[config.mk]
export PLATFORM = sky130hd
export DESIGN_NAME = mixsat_acc
export DESIGN_NICKNAME = d
export VERILOG_FILES = /design/src/rtl/mixacc_pkg.sv /design/src/rtl/mixacc_lane.sv /design/src/rtl/mixacc_ctrl.sv /design/src/rtl/mixacc_datapath.sv /design/src/rtl/mixsat_acc.sv
export SDC_FILE = /design/constraint.sdc
export NUM_CORES = 1
export LEC_CHECK = 0
export ABC_CLOCK_PERIOD_IN_PS = 3300
export BUFFER_PORTS_ARGS = -buffer_cell sky130_fd_sc_hd__buf_2
export CAP_MARGIN = 5
export CORE_MARGIN = 3
export CORE_UTILIZATION = 30
export CTS_BUF_LIST = sky130_fd_sc_hd__clkbuf_2
export DETAILED_ROUTE_END_ITERATION = 6
export HOLD_SLACK_MARGIN = 0.05
export MAX_ROUTING_LAYER = met4
export PLACE_DENSITY = 0.52
export SLEW_MARGIN = 20
export SYNTH_ARGS = -nofsm -noshare
export SYNTH_HDL_FRONTEND = slang
export SYNTH_SLANG_ARGS = --single-unit
[constraint.sdc]
create_clock -name clk -period 3.3 [get_ports clk]
set_input_delay 0.165 -clock clk [delete_from_list [all_inputs] [get_ports clk]]
set_output_delay 0.165 -clock clk [all_outputs]
set_load 0.05 [all_outputs]
[src/rtl/mixacc_pkg.sv]
package mixacc_pkg;
  localparam int DATA_W      = 128;
  localparam int SIZE_CODE_W = 2;
  localparam int NUM_SIZES   = 1 << SIZE_CODE_W;
  localparam int MIN_EW      = 8;
  localparam int MAX_LANES   = DATA_W / MIN_EW;
  localparam int LANE_CNT_W  = $clog2(MAX_LANES + 1);

  typedef struct packed {
    logic loadRes;   // commit datapath result
    logic latchErr;  // update error flag
    logic cfgErr;    // reserved configuration value
    logic clrSat;    // clear sticky flag
  } accStrobeT;
endpackage

[src/rtl/mixacc_lane.sv]
module mixacc_lane #(
  parameter int EW = 8
) (
  input  logic [EW-1:0] uIn,
  input  logic [EW-1:0] sIn,
  output logic [EW-1:0] laneRes,
  output logic          laneSat
);
  localparam int SW = EW + 2;
  localparam logic signed [SW-1:0] MAXV = {3'b000, {(EW-1){1'b1}}};
  localparam logic signed [SW-1:0] MINV = {3'b111, {(EW-1){1'b0}}};

  logic signed [SW-1:0] exactSum;
  logic overHi, overLo;

  always_comb begin
    exactSum = $signed({2'b00, uIn}) + $signed({{2{sIn[EW-1]}}, sIn});
    overHi   = exactSum > MAXV;
    overLo   = exactSum < MINV;
    laneSat  = overHi | overLo;
    if (overHi)      laneRes = {1'b0, {(EW-1){1'b1}}};
    else if (overLo) laneRes = {1'b1, {(EW-1){1'b0}}};
    else             laneRes = exactSum[EW-1:0];
  end
endmodule

[src/rtl/mixacc_ctrl.sv]
module mixacc_ctrl
  import mixacc_pkg::*;
(
  input  logic                   validIn,
  input  logic [SIZE_CODE_W-1:0] sizeCode,
  input  logic                   wideSel,
  input  logic                   scalarMode,
  input  logic                   satClr,
  output accStrobeT              strobes,
  output logic [LANE_CNT_W-1:0]  laneCnt
);
  localparam logic [LANE_CNT_W-1:0] FULL_LANES = LANE_CNT_W'(MAX_LANES);
  localparam logic [LANE_CNT_W-1:0] HALF_LANES = LANE_CNT_W'(MAX_LANES / 2);

  logic reservedCfg;

  always_comb begin
    reservedCfg = !scalarMode && !wideSel && (sizeCode == SIZE_CODE_W'(NUM_SIZES - 1));
    if (scalarMode) laneCnt = LANE_CNT_W'(1);
    else            laneCnt = (wideSel ? FULL_LANES : HALF_LANES) >> sizeCode;
    strobes.loadRes  = validIn && !reservedCfg;
    strobes.latchErr = validIn;
    strobes.cfgErr   = reservedCfg;
    strobes.clrSat   = satClr;
  end
endmodule

[src/rtl/mixacc_datapath.sv]
module mixacc_datapath
  import mixacc_pkg::*;
(
  input  logic [DATA_W-1:0]      srcIn,
  input  logic [DATA_W-1:0]      accIn,
  input  logic [SIZE_CODE_W-1:0] sizeCode,
  input  logic [LANE_CNT_W-1:0]  laneCnt,
  output logic [DATA_W-1:0]      sumOut,
  output logic                   satAny
);
  logic [DATA_W-1:0]    resBySize [NUM_SIZES];
  logic [NUM_SIZES-1:0] satBySize;

  for (genvar s = 0; s < NUM_SIZES; s++) begin : gSize
    localparam int EW = MIN_EW << s;
    localparam int NL = DATA_W / EW;
    logic [DATA_W-1:0] resS;
    logic [NL-1:0]     satS;

    for (genvar l = 0; l < NL; l++) begin : gLane
      localparam logic [LANE_CNT_W-1:0] LIDX = LANE_CNT_W'(l);
      logic [EW-1:0] laneRes;
      logic          laneSat;
      logic          active;

      mixacc_lane #(.EW(EW)) lane_i (
        .uIn     (srcIn[l*EW +: EW]),
        .sIn     (accIn[l*EW +: EW]),
        .laneRes (laneRes),
        .laneSat (laneSat)
      );

      assign active            = LIDX < laneCnt;
      assign resS[l*EW +: EW]  = active ? laneRes : '0;
      assign satS[l]           = active && laneSat;
    end

    assign resBySize[s] = resS;
    assign satBySize[s] = |satS;
  end

  always_comb begin
    sumOut = resBySize[sizeCode];
    satAny = satBySize[sizeCode];
  end
endmodule

[src/rtl/mixsat_acc.sv]
module mixsat_acc
  import mixacc_pkg::*;
(
  input  logic                   clk,
  input  logic                   rstN,
  input  logic                   validIn,
  input  logic [DATA_W-1:0]      srcIn,
  input  logic [DATA_W-1:0]      accIn,
  input  logic [SIZE_CODE_W-1:0] sizeCode,
  input  logic                   wideSel,
  input  logic                   scalarMode,
  input  logic                   satClr,
  output logic [DATA_W-1:0]      resultOut,
  output logic                   cfgErrOut,
  output logic                   satFlagOut
);
  accStrobeT               strobes;
  logic [LANE_CNT_W-1:0]   laneCnt;
  logic [DATA_W-1:0]       sumVal;
  logic                    satAny;

  mixacc_ctrl ctrl_i (
    .validIn    (validIn),
    .sizeCode   (sizeCode),
    .wideSel    (wideSel),
    .scalarMode (scalarMode),
    .satClr     (satClr),
    .strobes    (strobes),
    .laneCnt    (laneCnt)
  );

  mixacc_datapath dp_i (
    .srcIn    (srcIn),
    .accIn    (accIn),
    .sizeCode (sizeCode),
    .laneCnt  (laneCnt),
    .sumOut   (sumVal),
    .satAny   (satAny)
  );

  always_ff @(posedge clk or negedge rstN) begin
    if (!rstN) begin
      resultOut  <= '0;
      cfgErrOut  <= 1'b0;
      satFlagOut <= 1'b0;
    end else begin
      if (strobes.loadRes)  resultOut <= sumVal;
      if (strobes.latchErr) cfgErrOut <= strobes.cfgErr;
      if (strobes.clrSat)                     satFlagOut <= 1'b0;
      else if (strobes.loadRes && satAny)     satFlagOut <= 1'b1;
    end
  end
endmodule

==> results.txt <==
Status = complete, but fails checks
Failing checks = hold timing, setup timing
Final worst slack = -0.0531 ns
Static leakage = 17.6 nW
Crit. End Element = flip-flop
R2R Setup Slk = 1.01 ns
Clock buffer depth = 2
Vias/cell = 5.46
R2R depth = 6
Class of the worst hold path = input pin to flip-flop
Synth warn = 0
Drt first pass iters = 6
PortBufs = 393
Initial Util = 0.306
Vias in the first global route = 32600
Largest net degree at the start of global routing = 140
Most frequent cells in the layout = buf_4 (1052), a21oi_1 (398), buf_2 (392)
Reg-to-reg endpoint = satFlagOut$_DFFE_PN0P_
Post-DP HPWL = 101000 um
Hold Violations, Final = 1
Kind of critical path = input pin to flip-flop
Routed WL per cell = 20.8 um
Die ar. = 81500 um^2
EDFF count, synth = 0
Io pins = 394
Layout Utilization = 0.507
Routability congestion estimate = 1.01
Clock sink count = 130
Final Setup Violations = 2
Syn_area_per_cell = 6.91 um^2
Top cells by area, synth = dfrtp_1 (14%), a21oi_1 (8.9%), ha_1 (7.8%)
Initial drt markers = 2824
Placeable Area = 76700 um^2
Clock buffer count from CTS = 17
Total wire length = 127000 um
Endpoint with the worst hold slack = resultOut[119]$_DFFE_PN0P_
Crit Reg-Reg Startpoint = satFlagOut$_DFFE_PN0P_
Placed Cells = 5667
Setup Total Neg Slack = -0.0634 ns
Fin Hold WS = -0.120 ns
Final Max Tran Viols = 0
Worst Hold Depth = 5
Share of cells above drive strength 1 = 0.335
Share of the synthesized area in the top cell type = 0.139
TritonCTS clock tree = done
RSZ-0062 raised after global routing = true
Seq cells post-synth = 130
Final cell count without fillers = 6085
Antenna Nets Post-Route = 0
CP required = 4.28 ns
Clock-pin slew on the worst setup and hold paths = 0.24 ns
CP arrival = 4.34 ns
Row count = 101
Mapped Area = 23400 um^2
Fin Clk Skew = 0 ns
Initial antenna violation count = 5
Root Driver = clkbuf_2
Power per cell area = 325 nW/um^2
GR Util All Layers = 0.305
Tmin final = 3.35 ns
Tcrit/Tclk final = 1.02
Area grow syn2layout = 66.0%
Die Y = 286 um
Post-Syn Nets = 3816
Ys flop type = dfrtp_1
F_max = 298 MHz
Cell variety after synth = 100
First-pass GRT wire length = 190000 um
Via count = 33200
Seq/Total Area, Yosys = 0.139
Critical Path Source Type = input pin
Drt drc = 0
Mapped Cells = 3390
Hold wc startpoint = accIn[119]
Cell taking the most area after synthesis = dfrtp_1
Rel. slew slack = 0.296
Commonest non-fill, non-tap cell in the layout = buf_4
Total congestion overflow = 0
Die width = 286 um
Clk Latency, worst-skew pair = 1.04 ns
Max_cap viols = 0
VDD IR-drop max = 243 uV
Async SR Flop Fraction = 1.00
Worst Path Max Fanout = 11
Htree depth = 4
Slew at the pin closest to its max-slew limit = 1.05 ns
Final nets = 5463
cells by family after synthesis:
logic type,count (synthesis),share of synthesized area
AND/OR/NAND/NOR,1085,0.222
buffers and inverters,325,0.0577
multiplexers,17,0.00758
flip-flops,130,0.139
AO/OA/AOI/OAI,1439,0.395
XOR/XNOR,232,0.0873
adder cells (fa/ha/maj),162,0.0916
Yosys cell counts, drive strengths merged (52+ instances only):
cell    number
a21o        74
nand3       70
o21a        55
clkbuf     114
nand2      335
ha         146
a31oi       60
a21oi      418
nor3        54
nand4       52
a211oi      55
xnor2      163
inv        124
xor2        68
dfrtp      130
a221oi      72
nor2       313
buf         87
o21ai      355
registers in the layout (all words and copies together) (netlist names):
| register | cells |
|---|---|
| cfgErrOut | 1 |
| resultOut | 128 |
| satFlagOut | 1 |
critical path: stages:
cell	delay, ns
dlygate4sd3_1	0.54
buf_2	0.14
ha_1	0.30
buf_4	0.16
or4_1	0.58
o21ba_4	0.30
o2111ai_2	0.13
mux2_4	0.35
o21a_4	0.24
a211oi_4	0.28
buf_12	0.16
buf_6	0.14
o21ai_0	0.08
dlygate4sd3_1	0.59
a21oi_2	0.17
power by group:
part           switching [mW]  internal (mW)
logic                    5.19           4.06
clock network           0.855          0.416
registers               0.265           1.87
total                    6.31           6.35
layer usage:
layer,vias up,GRT usage,wire (um)
met5,-,-,0
met4,0,0.115,4710
met3,230,0.0408,7690
met2,1268,0.512,60900
met1,15800,0.373,53400
li1,16000,-,-
worst max path at each step:
| stage | slack, ns | end | depth (start not counted) | start |
|---|---|---|---|---|
| 6_report | -0.05 | resultOut[4]$_DFFE_PN0P_ | 15 | accIn[31] |
| 3_3_place_gp | -0.62 | resultOut[97]$_DFFE_PN0P_ | 16 | srcIn[75] |
| 4_1_cts | 0.004 | resultOut[33]$_DFFE_PN0P_ | 19 | srcIn[9] |
| 3_5_place_dp | -0.69 | resultOut[97]$_DFFE_PN0P_ | 17 | srcIn[79] |
| 2_1_floorplan | 0.008 | resultOut[10]$_DFFE_PN0P_ | 12 | srcIn[24] |
| 5_1_grt | -0.08 | resultOut[4]$_DFFE_PN0P_ | 18 | srcIn[23] |
per-stage QoR:
step / setup slack, ns / cell area, um^2 / power, mW
floorplan: 0.00821 / 23500 / 6.57
global placement: -0.618 / 34100 / 10.3
global route: -0.0785 / 38900 / 13.4
finish: -0.0531 / 38900 / 12.7
CTS: 0.00371 / 37900 / 12.3
detailed placement: -0.695 / 34100 / 10.3
repair_timing:
| item | 4_1_cts | 5_1_grt |
|---|---|---|
| buffers inserted | 0 | 23 |
| setup endpoints to repair | 0 | 86 |
| hold buffers | 358 | 3 |
| endpoints found under the hold margin | 260 | 4 |
| gates resized for setup | 0 | 159 |
area by class of cell:
| type | count | area, um^2 |
|---|---|---|
| Antenna cell | 5 | 12.5 |
| Clock buffer | 17 | 85.1 |
| Clock inverter | 15 | 168 |
| Fill cell | 7806 | 37800 |
| Inverter | 124 | 465 |
| Multi-Input combinational cell | 2935 | 19700 |
| Sequential cell | 130 | 3250 |
| Tap cell | 1030 | 1290 |
| Timing Repair Buffer | 1829 | 14000 |
(Power assumes the default switching activity.)
